`config.mk`:
```
export PLATFORM = sky130hd
export DESIGN_NAME = bit_run_encoder
export DESIGN_NICKNAME = d
export VERILOG_FILES = /design/src/rtl/bit_run_encoder.sv
export SDC_FILE = /design/constraint.sdc
export NUM_CORES = 1
export LEC_CHECK = 0
export BUFFER_PORTS_ARGS = -buffer_cell sky130_fd_sc_hd__buf_2
export CAP_MARGIN = 0
export CORE_MARGIN = 2
export CORE_UTILIZATION = 35
export DETAILED_ROUTE_END_ITERATION = 12
export PLACE_DENSITY = 0.61
export SYNTH_ARGS = -nofsm -noshare
export SYNTH_HDL_FRONTEND = slang
export SYNTH_SLANG_ARGS = --single-unit
```
`constraint.sdc`:
```
create_clock -name clk -period 3 [get_ports clk]
set_clock_uncertainty 0.2 [all_clocks]
set_input_delay 0.3 -clock clk [delete_from_list [all_inputs] [get_ports clk]]
set_output_delay 0.3 -clock clk [all_outputs]
set_load 0.01 [all_outputs]
```
`src/rtl/bit_run_encoder.sv`:
```
module bit_run_encoder #(
  parameter int SEG_W = 8,
  parameter int CNT_W = 23
) (
  input  logic             clk,
  input  logic             rst,
  input  logic             src_ready,
  input  logic [SEG_W-1:0] src_data,
  input  logic             stream_end,
  input  logic             sink_ready,
  output logic             rd_req,
  output logic             wr_req,
  output logic [CNT_W:0]   word_out
);
  localparam int IDX_W = $clog2(SEG_W);
  localparam logic [IDX_W-1:0] IDX_LAST = IDX_W'(SEG_W - 1);
  localparam logic [CNT_W-1:0] CNT_MAX = '1;

  typedef enum logic [3:0] {
    ST_INIT, ST_FETCH, ST_IN_STALL, ST_LOAD, ST_COUNT,
    ST_SHIFT, ST_EMIT, ST_OUT_STALL, ST_CLEAR
  } state_t;

  state_t st, st_nx;
  logic [SEG_W-1:0] seg;
  logic [IDX_W-1:0] idx;
  logic [CNT_W-1:0] cnt;
  logic run_val, fresh, last, rd_q, wr_q;

  wire bit_now = seg[0];
  wire split   = !fresh && (bit_now != run_val || cnt == CNT_MAX);

  assign rd_req   = rd_q;
  assign wr_req   = wr_q;
  assign word_out = {run_val, cnt};

  always_comb begin
    st_nx = st;
    case (st)
      ST_INIT:      st_nx = ST_FETCH;
      ST_FETCH:     if (src_ready) st_nx = ST_IN_STALL;
                    else if (stream_end && cnt != '0) st_nx = ST_EMIT;
      ST_IN_STALL:  st_nx = ST_LOAD;
      ST_LOAD:      st_nx = ST_COUNT;
      ST_COUNT:     st_nx = split ? ST_EMIT : ST_SHIFT;
      ST_SHIFT:     st_nx = (idx == IDX_LAST) ? ST_FETCH : ST_COUNT;
      ST_EMIT:      if (sink_ready) st_nx = ST_OUT_STALL;
      ST_OUT_STALL: st_nx = ST_CLEAR;
      ST_CLEAR:     st_nx = last ? ST_INIT : ST_COUNT;
      default:      st_nx = ST_INIT;
    endcase
  end

  always_ff @(posedge clk) begin
    if (rst) begin
      st <= ST_INIT;
      rd_q <= 1'b0;
      wr_q <= 1'b0;
      seg <= '0;
      idx <= '0;
      cnt <= '0;
      run_val <= 1'b0;
      fresh <= 1'b1;
      last <= 1'b0;
    end else begin
      st <= st_nx;
      case (st)
        ST_INIT: begin
          cnt <= '0;
          seg <= '0;
          rd_q <= 1'b0;
          wr_q <= 1'b0;
          fresh <= 1'b1;
          last <= 1'b0;
        end
        ST_FETCH:
          if (src_ready) begin
            rd_q <= 1'b1;
            idx <= '0;
          end else begin
            last <= stream_end && cnt != '0;
          end
        ST_IN_STALL: rd_q <= 1'b0;
        ST_LOAD:     seg <= src_data;
        ST_COUNT:
          if (fresh) begin
            run_val <= bit_now;
            cnt <= cnt + 1'b1;
            fresh <= 1'b0;
          end else if (split) begin
            fresh <= 1'b1;
          end else begin
            cnt <= cnt + 1'b1;
          end
        ST_SHIFT: begin
          seg <= seg >> 1;
          idx <= idx + 1'b1;
        end
        ST_EMIT:      if (sink_ready) wr_q <= 1'b1;
        ST_OUT_STALL: wr_q <= 1'b0;
        ST_CLEAR:     cnt <= '0;
        default: ;
      endcase
    end
  end
endmodule

```
### Yosys cells after proc, flatten, opt, wreduce, memory -nomap -nowiden

Index checks and enable logic that the tools add are counted.
Widths: inputs -> output; s select.

* register bits after elaboration: 43
* logic and storage cells: 72

* reduce and logical (&&, ||, !) cells: 23
* add/sub/neg operators: 2
* eq/ne operators: 16
* mux-type cells: 22

Operators with widths (number)
* $mux 23: 2
* $pmux 23 s2: 1
* $pmux 4 s9: 1
* $pmux 8 s3: 1
* $add 23x1->23 const B: 1
* $eq 23x23->1 const B: 1
* $reduce_bool 23->1: 1
* $eq 4x3->1 const B: 4
* $reduce_and 2->1: 7
* $mux 4: 3
* $reduce_bool 2->1: 6
* $mux 3: 3
* $eq 4x2->1 const B: 2
* $pmux 1 s2: 4
* $ne 2x2->1 const B: 3
* $ne 3x3->1 const B: 2
* $pmux 3 s2: 1
* $reduce_or 2->1: 3
* $mux 1: 5
* $eq 4x1->1 const B: 1
* $eq 4x4->1 const B: 1
* $logic_not 4->1: 1
* $add 3x1->3 const B: 1
* $eq 3x3->1 const B: 1
* other kinds (6): 7

### Longest topological paths before layout

Gate-level depths: netlist of the first run.

* depth in word-level cells: 6
* mapped depth: 7

### Worst setup path before layout of the first run

No wires, ideal clock.

* kind: flip-flop to flip-flop
* start: register cnt[11]
* end: register st[1]
* slack: 0.821 ns
* cell stages (with the launch flop): 6
* arrival: 1.921 ns
* data required time: 2.742 ns
* buffers on the path: 0
* setup time: 0.058 ns
* clock period less this slack: 2.179 ns
* path through: dfxtp_1 -> nand4_2 -> or4_1 -> or4_1 -> o311ai_0 -> a31o_2

* longest elaborated chain between the ends: 5
* elaborated cells on any way between the ends: 9
* those cells by class: 2 x eq/ne; 2 x mux; 5 x reduce/logical

Ends and longest elaborated chain
* start: declaration: RTL line 27 `logic [CNT_W-1:0] cnt;`
* start signal: assignment: RTL line 88 `cnt <= cnt + 1'b1;`
* start signal: assignment: RTL line 93 `cnt <= cnt + 1'b1;`
* $eq 23x23->1: RTL line 31 `wire split = !fresh && (bit_now != run_val || cnt == CNT_MAX);`
* $logic_or 1x1->1: RTL line 31
* $logic_and 1x1->1: RTL line 31
* $mux 2: RTL line 45 `ST_COUNT: st_nx = split ? ST_EMIT : ST_SHIFT;`
* $pmux 4 s9: RTL line 39 `case (st)`
* end signal: assignment: RTL line 66 `st <= st_nx;`
* end: declaration: RTL line 24 `state_t st, st_nx;`

Several ways; a longest one is shown, not always the timed one.
A chain may end at the register's enable or synchronous reset.

### Worst setup path in the final report of the first run

* start: register st[0]
* end: register cnt[20]

* longest elaborated chain between the ends: 4
* elaborated cells on any way between the ends: 8
* those cells by class: 3 x eq/ne; 1 x mux; 4 x reduce/logical

Ends and longest elaborated chain
* $eq 4x4->1 or $logic_not 4->1 (tied branches): RTL line 67 `case (st)`
* $reduce_or 2->1 (no source line)
* $reduce_bool 2->1 (no source line)
* $reduce_and 2->1 (no source line)

Several ways; a longest one is shown, not always the timed one.

==> impl_results.md, run 1 <==
- Via/cell ratio: about 5.7
- CTS Hold Bufs: 0
- Hold WS: between 100 and 150 ps
- Power per cell area: roughly 660 nW/um^2
- Syn Inst Count: 306
- H-tree depth reported by CTS: 2
- CTS resizes: 0
- Worst Hold Path Cells: 3
- Data required time of the worst path: a little over 3000 ps
- Setup ws final: approximately 600 ps
- Slew HR: 58.4%
- First-pass GRT wire length: 10,300 um
- CP endpoint kind: flip-flop
- WHS Endpoint: wr_req$_SDFFE_PP0P_
- Tmin final: about 2400 ps
- Reg-to-Reg End: cnt[20]$_SDFFE_PP0P_
- Core Region: between 6000 and 7000 sq um
- Via count of the first global-routing pass: about 2,100
- Fin. max-slew vios: 0
- TritonCTS Sinks: 43
- 1st-pass router iterations: 5
- Synth Cell Area: between 2000 and 2500 sq um
- RSZ-0062 raised after global routing: false
- Placer Congestion: about 0.84
- Leakage: 1.01 nW
- Reg2reg setup slack: between 500 and 600 ps
- CP Buf/Inv Count: 0
- Total Power: between 0.0015 and 0.002 W
- Detail Placement HPWL: about 4500 um
- Row count: 30
- Cells on worst reg2reg path: 5
- Critical path's largest stage delay: approximately 480 ps
- Slowest-stage cell, CP: dfxtp_1
- Cell breakdown of the critical path: nor4b_4, o21ai_2, a221o_1, or4_1, a21oi_1
- Number of synthesized flops with an enable pin: 0
- Clock network power share: between 20% and 30%
- Final Cycle Share: between 80% and 90%
- DRC: 0
- Switching share of power: a little over two fifths
- Gate power share: between 40% and 50%
- Port bufs: 38
- Max-cap viol count: 0
- DIE AREA: ~7500 sq um
- Worst EP arrival: about 2400 ps
- Diode count: 0
- Largest net degree at the start of global routing: 28
- Most frequent cells in the layout: dfxtp_1, nor2_1, buf_2
- Initial detailed-routing violation count: 148
- GRT Overall Usage: approximately 17%
- FF+latch count, synth: 43
- Die W: between 80 and 90 um
- Worst-skew pair later-pin latency: 300 ps
- Initial core utilization: between 30% and 40%
- Share of cells above drive strength 1: between 10% and 20%
- RR Startpoint: st[0]$_SDFFE_PP0P_
- WL final: slightly above 6000 um
- Hold WC Path Type: in2reg
- Pint: roughly 0.0010 W
- Area delta synth->final: 13.3%
- Initial antenna violation count: 0
- Layout Nets: around 350
- Ys Warns: 0
- Final setup TNS: 0 ps
- Setup WS pre-CTS: around 620 ps
- Tightest Pin Transition: between 600 and 700 ps
- Endpoints failing hold: 0
- Sequential power share: 39.2%
- CP top delay family: simple AND/OR/NAND/NOR gates
- Syn nets: 323
- DRT antenna net count: 0
- CP Max Fanout: 15
- Seq/Total Area, Yosys: between 30% and 40%
- Status: finished clean
- VDD IR max: roughly 310 uV
- Io pins: 39
- Root buffer cell: clkbuf_8
- Top_reg_cell synth: dfxtp_1
- Asr flop ratio synth: 0%
- Max Freq: 0.415 GHz
- NetSw: roughly 0.00076 W
- Clock transition at path regs: ~90 ps
- CTS max path bufs: 2
- Routed len/inst: around 15 um
- Cts bufs inserted: 5
- Vias: ~2,400
- Die Ht: 86.9 um
- Setup repair bufs after CTS: 0
- Final Setup Violations: 0
- Netlist cell types: between 50 and 60
- Grt ovf: 0
- Type of origin of the critical path: flip-flop
- Critical path class: reg2reg
- CTS tree: built
- Min-delay src: sink_ready
- Syn_area_per_cell: around 7.9 sq um
- Most common cell after layout, fill and taps aside: dfxtp_1
## cells in the mapped netlist, drive strengths merged (3+ instances only)
cell	instances	share of area, %
ha	4	2.1
nand4	11	3.1
nand3	11	2.3
xnor2	5	1.8
o21ai	10	2.2
clkbuf	14	2.2
a31o	3	1.1
a21o	4	1.2
or4	5	1.6
buf	5	1.4
nand2	29	4.5
nor2	40	6.2
dfxtp	43	36
or2	3	0.78
nor3	8	1.7
or3	10	2.6
nor2b	3	0.78
nor4	10	2.9
mux2i	11	4.6
a21oi	26	5.4
inv	10	1.6
a22oi	8	2.5
## routing by layer
| metal | wire length, um | up-vias | track usage [%] |
|---|---|---|---|
| li1 | - | 1185 | - |
| met1 | 2870 | 1100 | 23.6 |
| met3 | 301 | 12 | 3.70 |
| met4 | 114 | 0 | 4.97 |
| met5 | 0 | - | 0 |
| met2 | 2800 | 64 | 25.7 |
## cells by family (layout without fill, tap and decap cells)
family	Yosys count	count (layout)	synth area share, %
AO/OA/AOI/OAI	72	72	19.6
XOR/XNOR	6	6	2.19
adder cells (fa/ha/maj)	4	4	2.08
buffers and inverters	29	60	5.10
flip-flops	43	43	35.8
multiplexers	12	12	5.05
AND/OR/NAND/NOR	140	140	30.2
## cell type report
class	count	area, sq um
clock buffers	6	72.6
clock inverters	2	12.5
fillers	680	3990
inverters	10	37.5
multi-input cells	234	1420
flip-flops and latches	43	861
well taps	80	100
repair buffers	42	220
## metrics by stage
stage	instance area [sq um]	utilization (%)	std cells
5_1_grt	2730	40.6	417
2_1_floorplan	2400	-	306
3_3_place_gp	2640	39.3	409
6_report	2730	40.6	417
3_5_place_dp	2640	39.3	409
4_1_cts	2730	40.6	417
## worst max-delay path by stage
stage                              start                   end  slack, ps  cells past startpoint
finish                st[0]$_SDFFE_PP0P_  cnt[20]$_SDFFE_PP0P_        590                      5
global route        cnt[18]$_SDFFE_PP0P_  cnt[15]$_SDFFE_PP0P_        410                      5
CTS                   st[0]$_SDFFE_PP0P_  cnt[20]$_SDFFE_PP0P_        600                      5
detailed placement    st[1]$_SDFFE_PP0P_  cnt[20]$_SDFFE_PP0P_        620                      5
global placement      st[0]$_SDFFE_PP0P_  cnt[20]$_SDFFE_PP0P_        650                      5
floorplan           cnt[11]$_SDFFE_PP0P_    st[1]$_SDFFE_PP0P_        820                      5
## flip-flops by register name (all words and copies together), names as in the netlist
register,count
cnt,23
fresh,1
idx,3
last,1
rd_req,1
run_val,1
seg,8
st,4
wr_req,1
## power groups by stage
stage               Sequential [W]  Clock [W]  Combinational, W
floorplan                 0.000665          0          0.000582
finish                    0.000703   0.000372          0.000720
detailed placement        0.000715          0          0.000715
CTS                       0.000701   0.000383          0.000720
global route              0.000717   0.000411          0.000794
global placement          0.000712          0          0.000718
## worst register-to-register path: stages, from the launching register on
cell	delay [ps]
dfxtp_1	480
nor4b_4	430
o21ai_2	140
a221o_1	450
or4_1	490
a21oi_1	150
Note: power is estimated with default switching activity, not from simulation.
==> run 2, diff against run 1 <==
- ABC_AREA: unset -> 1
- PLACE_DENSITY: 0.61 -> 0.6
- clock period: 3 -> 2.45 ns (I/O delays scaled with it)
==> run 2 against run 1 <==
Clock-buffer cell count unchanged; via count is 19% higher; routed wire length up 18%; sequential power up 11%; cell count up 35%; die area up 9.4%; highest routed layer unchanged.
==> impl_results.md, run 2 <==
- Status: finished clean
- Top cells by area, synth: dfxtp_1, nand2_1, nand3_1, nor2_1, a21oi_1
- Hold WC Path Type: in2reg
- FF+latch count, synth: 43 (unchanged)
- Regs by FF count: cnt: 23 flops, seg: 8 flops, st: 4 flops
- Initial detailed-routing violation count: 160 (+8.1%)
- First-pass GRT wire length: 11,900 um (+15%)
- Max reg flops: 23 (unchanged)
- Root buffer cell: clkbuf_8
- Syn Inst Count: 415 (+36%)
- Synth Cell Area: 2640 sq um (+9.8%)
- Post-placement cell area: 2970 sq um (+12%)
- Fin. max-slew vios: 0 (unchanged)
- Syn_area_per_cell: 6.36 sq um (-19%)
- Clock transition at path regs: 90 ps (about the same)
- Top cell by count, worst path: nand2_1
- Most frequent cell after synthesis: nand2_1
- Placer Congestion: 0.882 (+4.4%)
- Asr flop ratio synth: 0% (unchanged)
- DRT antenna net count: 0 (unchanged)
- Power per cell area: 656 nW/um^2 (-0.41%)
- Area leader, netlist: dfxtp_1
- Initial core utilization: 36.2% (+0.43 points)
- Post-route cell area: 3120 sq um (+14%)
- Netlist cell types: 31 (-44%)
- Final setup TNS: 0 ps (unchanged)
- GRT Overall Usage: 17.4% (+0.58 points)
- Number of synthesized flops with an enable pin: 0 (unchanged)
- Seq/Total Area, Yosys: 32.6% (-3.2 points)
- Ys Warns: 0 (unchanged)
- Xor/xnor share of the synthesized area: 3.98% (+1.8 points)
- Area delta synth->final: 18.1%
- Leakage: 1.32 nW (+30%)
- Most flops, register: cnt
- Slowest-stage cell, CP: dfxtp_1
- Tmin final: 2230 ps (-178 ps)
- Routed len/inst: 12.8 um (-12%)
- DIE AREA: 8260 sq um (+9.4%)
- CP top delay family: simple AND/OR/NAND/NOR gates
- Die W: 90.9 um (+4.6%)
- Final Setup Violations: 0 (unchanged)
- H-tree depth reported by CTS: 2 (unchanged)
- Grt ovf: 0 (unchanged)
- Row count: 31 (+3.3%)
- CP Max Fanout: 18 (+3)
- Port bufs: 38 (unchanged)
- Layout Nets: 479 (+36%)
- WL final: 7210 um (+18%)
- TritonCTS Sinks: 43 (unchanged)
- Diode count: 0 (unchanged)
- Worst EP arrival: 2190 ps (-240 ps)
- Cell breakdown of the critical path: ha_1, nand2_1, nor2_4, nand2_2, nor2_4, nand2_1, nand2_2, nand2_4, nand2_8, nand2_1, nand2_1, a21oi_1
- RSZ-0062 raised after global routing: false
- Slew HR: 46.5% (-12 points)
- Via count of the first global-routing pass: 2,548 (+19%)
- Synth Area in Compound Gates: 10.0% (-9.6 points)
- CP endpoint kind: flip-flop
- Via/cell ratio: 5.00 (-12%)
- Type of origin of the critical path: flip-flop
- Max-cap viol count: 0 (unchanged)
- Most frequent cells in the layout: nand2_1, nor2_1, dfxtp_1
- Final Cycle Share: 91.0% (+11 points)
- Post-Synth Simple-Gate Area: 42.4% (+12 points)
- Vias: 2,810 (+19%)
- Cts bufs inserted: 5 (unchanged)
- Die Ht: 90.9 um (+4.6%)
- Tightest Pin Transition: 797 ps (+181 ps)
- Top cell type's share of synthesized area: 32.6% (-3.2 points)
- 1st-pass router iterations: 5 (unchanged)
- Commonest cells in the netlist: nand2_1, nor2_1, dfxtp_1, nand3_1, inv_1
- Critical path class: reg2reg
- Detail Placement HPWL: 5290 um (+17%)
- CP Buf/Inv Count: 0 (unchanged)
- Initial antenna violation count: 0 (unchanged)
- Critical path's largest stage delay: 400 ps (-80 ps)
- Mux cell area share after synthesis: 0% (-5.0 points)
- Largest net degree at the start of global routing: 27 (-3.6%)
- Post-Synth Adder-Cell Area: 1.89% (-0.19 points)
- Worst-skew pair later-pin latency: 300 ps (about the same)
- Core Region: 7290 sq um (+8.5%)
- DRC: 0 (unchanged)
- Endpoints failing hold: 0 (unchanged)
- Top_reg_cell synth: dfxtp_1
- Syn nets: 432 (+34%)
- Largest family of logic cells by synthesized area: simple AND/OR/NAND/NOR gates
- Data required time of the worst path: 2420 ps (-610 ps)
- Share of cells above drive strength 1: 16.4% (-2.0 points)
- CTS max path bufs: 2 (unchanged)
- CTS tree: built
- Io pins: 39 (unchanged)
- Most common cell after layout, fill and taps aside: nand2_1
- VDD IR max: 387 uV (+24%)
- Max Freq: 0.449 GHz (+8.0%)
==> run 2: changes by cell type after synthesis, sizes merged, moves of 8 or more <==
cell   delta
a21oi     +8
inv      +28
mux2i    -11
nand2    +92
nand3    +32
nand4     +9
nor2     +22
nor4     -10
or3      -10
xor2     +10
==> run 2: report_power, final <==
part / internal (W) / leakage [nW] / switching, W
Sequential: 0.000746 / 0.347 / 0.0000363
Clock: 0.000230 / 0.0474 / 0.000266
Combinational: 0.000208 / 0.922 / 0.000560
Total: 0.00118 / 1.32 / 0.000862
==> run 2: stage by stage <==
step | setup WS, ps | power, W | instances | hold WS [ps] | utilization [%]
floorplan | 418 | 0.00138 | 415 | 194 | -
global placement | 268 | 0.00154 | 549 | 251 | 40.7
detailed placement | 214 | 0.00155 | 549 | 259 | 40.7
CTS | 187 | 0.00205 | 561 | 0.725 | 42.6
global route | 3.77 | 0.00220 | 562 | 11.2 | 42.8
finish | 221 | 0.00205 | 562 | 6.72 | 42.8
==> run 2: layout make-up <==
cell class	instances	area (sq um)
Sequential cell	43	861
Timing Repair Buffer	57	343
Fill cell	817	4170
Clock inverter	2	16.3
Clock buffer	6	82.6
Inverter	38	143
Tap cell	99	124
Multi-Input combinational cell	317	1550
==> run 2: worst reg2reg max path: stages, from the launching register on <==
cell	delay (ps)
dfxtp_1	400
ha_1	180
nand2_1	90
nor2_4	140
nand2_2	110
nor2_4	130
nand2_1	70
nand2_2	100
nand2_4	170
nand2_8	190
nand2_1	160
nand2_1	110
a21oi_1	60
==> run 2: worst paths after layout <==
path                            start              endpoint  slack, ps  cells after the start
setup / recovery  cnt[1]$_SDFFE_PP0P_  cnt[22]$_SDFFE_PP0P_        220                     12
hold / removal             sink_ready   wr_req$_SDFFE_PP0P_          7                      3
setup reg to reg  cnt[1]$_SDFFE_PP0P_  cnt[22]$_SDFFE_PP0P_        220                     12
hold reg to reg   seg[7]$_SDFFE_PP0P_   seg[7]$_SDFFE_PP0P_        270                      2
==> run 2: cells by family (layout without fill, tap and decap cells) <==
group                    count (synthesis)  after routing
adder cells (fa/ha/maj)                  4              4
flip-flops                              43             43
buffers and inverters                   56            103
AO/OA/AOI/OAI                           49             49
XOR/XNOR                                12             12
AND/OR/NAND/NOR                        251            252
==> run 2: what timing repair did <==
item | CTS | global route
endpoints found under the setup margin | 0 | 6
hold buffers | 4 | 0
hold endpoints to repair | 4 | 0
resized for setup | 0 | 0
setup buffers | 0 | 0
==> run 2: routing by layer <==
metal	vias to the layer above	routed length [um]	GRT usage, %
li1	1448	-	-
met1	1272	3410	23.3
met2	83	3350	28.9
met3	7	376	3.01
met4	0	66	4.67
met5	-	0	0
==> run 3, diff against run 2 <==
==> constraint.sdc (replaced) <==
create_clock -name clk -period 2.45 [get_ports clk]
set_clock_uncertainty 0.2 [all_clocks]
set_input_delay 0.49 -clock clk [delete_from_list [all_inputs] [get_ports clk]]
set_output_delay 0.49 -clock clk [all_outputs]
set_load 0.01 [all_outputs]
==> run 3 against run 2 <==
Register-to-register slack hardly changed; sequential cell count stayed put; maximum frequency increased by 0.43%; critical path type unchanged; highest routed layer unchanged.
==> impl_results.md, run 3 (synthesis gave the netlist of run 2 again) <==
- Clock network power share: 24.3% (about the same)
- RR Startpoint: cnt[1]$_SDFFE_PP0P_
- Slew HR: 42.9% (-3.6 points)
- Worst Hold Path Cells: 3 (unchanged)
- GRT Overall Usage: 17.3% (-0.056 points)
- RSZ-0062 raised after global routing: false
- H-tree depth reported by CTS: 2 (unchanged)
- Regs by FF count: cnt: 23 flops, seg: 8 flops, st: 4 flops
- Max Freq: 0.451 GHz (+0.43%)
- CTS max path bufs: 2 (unchanged)
- Diode count: 0 (unchanged)
- CP endpoint kind: flip-flop
- Type of origin of the critical path: flip-flop
- Layout Nets: 476 (-0.63%)
- DRT antenna net count: 0 (unchanged)
- Via/cell ratio: 4.97 (-0.68%)
- Placer Congestion: 0.876 (-0.62%)
- Cells on worst reg2reg path: 12 (unchanged)
- Switching share of power: 42.2% (+0.079 points)
- Most flops, register: cnt
- Most frequent cells in the layout: nand2_1, nor2_1, dfxtp_1
- Clock transition at path regs: 90 ps (about the same)
- DIE AREA: 8260 sq um (unchanged)
- Reg-to-Reg End: cnt[18]$_SDFFE_PP0P_
- Most common cell after layout, fill and taps aside: nand2_1
- Power per cell area: 662 nW/um^2 (+0.96%)
- Die Ht: 90.9 um (unchanged)
- Initial detailed-routing violation count: 160 (unchanged)
- Data required time of the worst path: 2450 ps (+30 ps)
- Setup repair bufs after CTS: 0 (unchanged)
- Max-cap viol count: 0 (unchanged)
- Fillcell total: 825 (+0.98%)
- CTS Hold Bufs: 0 (-4)
- NetSw: 0.000863 W (about the same)
- Detail Placement HPWL: 5350 um (+1.1%)
- Post-placement cell area: 2980 sq um (+0.25%)
- Initial core utilization: 36.2% (unchanged)
- Tightest Pin Transition: 850 ps (+53.4 ps)
- Vias: 2,776 (-1.2%)
- Worst EP arrival: 2220 ps (+30 ps)
- Gate power share: 37.5% (about the same)
- Min-delay src: src_data[7]
- Area delta synth->final: 16.9%
- Worst-skew pair later-pin latency: 300 ps (about the same)
- Share of cells above drive strength 1: 16.7% (+0.32 points)
- Final Cycle Share: 90.6% (-0.39 points)
- Tmin final: 2220 ps (-9.57 ps)
- Fin. max-slew vios: 0 (unchanged)
- Worst Setup SP: cnt[1]$_SDFFE_PP0P_
- VDD IR max: 445 uV (+15%)
- Largest net degree at the start of global routing: 27 (unchanged)
- DRC: 0 (unchanged)
- First-pass GRT wire length: 11,800 um (about the same)
- WL final: 7200 um (-0.18%)
- CP Max Fanout: 18 (unchanged)
- Max reg flops: 23 (unchanged)
- Critical path class: reg2reg
- Hold WC Path Type: in2reg
- Initial antenna violation count: 0 (unchanged)
- Setup WS pre-CTS: 219 ps (+4.37 ps)
- Die W: 90.9 um (unchanged)
- Hold WS: 225 ps (+218 ps)
- Grt ovf: 0 (unchanged)
- Io pins: 39 (unchanged)
- Cts bufs inserted: 5 (unchanged)
- Routed len/inst: 12.9 um (+0.36%)
- Setup ws final: 230 ps (+9.57 ps)
- 1st-pass router iterations: 5 (unchanged)
- Row count: 31 (unchanged)
- Core Region: 7290 sq um (unchanged)
- CTS tree: built
- Endpoints failing hold: 0 (unchanged)
- Pint: 0.00118 W (-0.23%)
- CTS resizes: 0 (unchanged)
- WHS Endpoint: seg[7]$_SDFFE_PP0P_
- Final setup TNS: 0 ps (unchanged)
- TritonCTS Sinks: 43 (unchanged)
- Status: finished clean
- Final Setup Violations: 0 (unchanged)
- Port bufs: 38 (unchanged)
- Post-route cell area: 3090 sq um (-1.0%)
- Root buffer cell: clkbuf_8
- Leakage: 1.30 nW (-0.90%)
- Sequential power share: 38.3% (about the same)
- Via count of the first global-routing pass: 2,629 (+3.2%)
- Reg2reg setup slack: 230 ps (about the same)
## run 3: through the flow
stage	power (W)	instances	util, %
2_1_floorplan	0.00138	415	-
3_3_place_gp	0.00154	550	40.8
3_5_place_dp	0.00155	550	40.8
4_1_cts	0.00205	558	42.2
5_1_grt	0.00219	559	42.3
6_report	0.00204	559	42.3
## run 3: area by class of cell
| class | count | area, sq um | area share (%) |
|---|---|---|---|
| repair buffers | 54 | 310 | 10.1 |
| well taps | 99 | 124 | 4.01 |
| flip-flops and latches | 43 | 861 | 27.9 |
| inverters | 38 | 143 | 4.62 |
| clock buffers | 6 | 82.6 | 2.68 |
| multi-input cells | 317 | 1550 | 50.2 |
| clock inverters | 2 | 16.3 | 0.527 |
## run 3: routing by layer
| layer | GRT usage [%] | wire [um] | vias to the layer above |
|---|---|---|---|
| li1 | - | - | 1436 |
| met1 | 22.2 | 3380 | 1250 |
| met2 | 29.5 | 3310 | 80 |
| met3 | 3.34 | 428 | 10 |
| met4 | 5.18 | 82 | 0 |
| met5 | 0 | 0 | - |
## run 3: worst max path at each step
stage / endpoint / slack, ps / cells past startpoint
after floorplan: cnt[11]$_SDFFE_PP0P_ / 420 / 11
after global placement: cnt[19]$_SDFFE_PP0P_ / 300 / 12
after detailed placement: cnt[18]$_SDFFE_PP0P_ / 220 / 12
after CTS: cnt[18]$_SDFFE_PP0P_ / 200 / 12
after global routing: cnt[20]$_SDFFE_PP0P_ / 30 / 12
final: cnt[18]$_SDFFE_PP0P_ / 230 / 12
## run 3: worst max-delay path, cell delays in order (launching register included)
cell	delay [ps]
dfxtp_1	400
ha_1	190
nand2_1	90
nor2_4	140
nand2_2	110
nor2_4	130
nand2_1	70
nand2_2	90
nand2_4	170
nand2_8	180
nand2_1	160
nand2_1	120
a21oi_1	60
## run 3: power groups by stage
stage	registers, W	logic [W]	clock network [W]
5_1_grt	0.000791	0.000862	0.000540
3_5_place_dp	0.000798	0.000750	0
6_report	0.000782	0.000765	0.000496
4_1_cts	0.000783	0.000751	0.000516
2_1_floorplan	0.000793	0.000582	0
3_3_place_gp	0.000798	0.000741	0
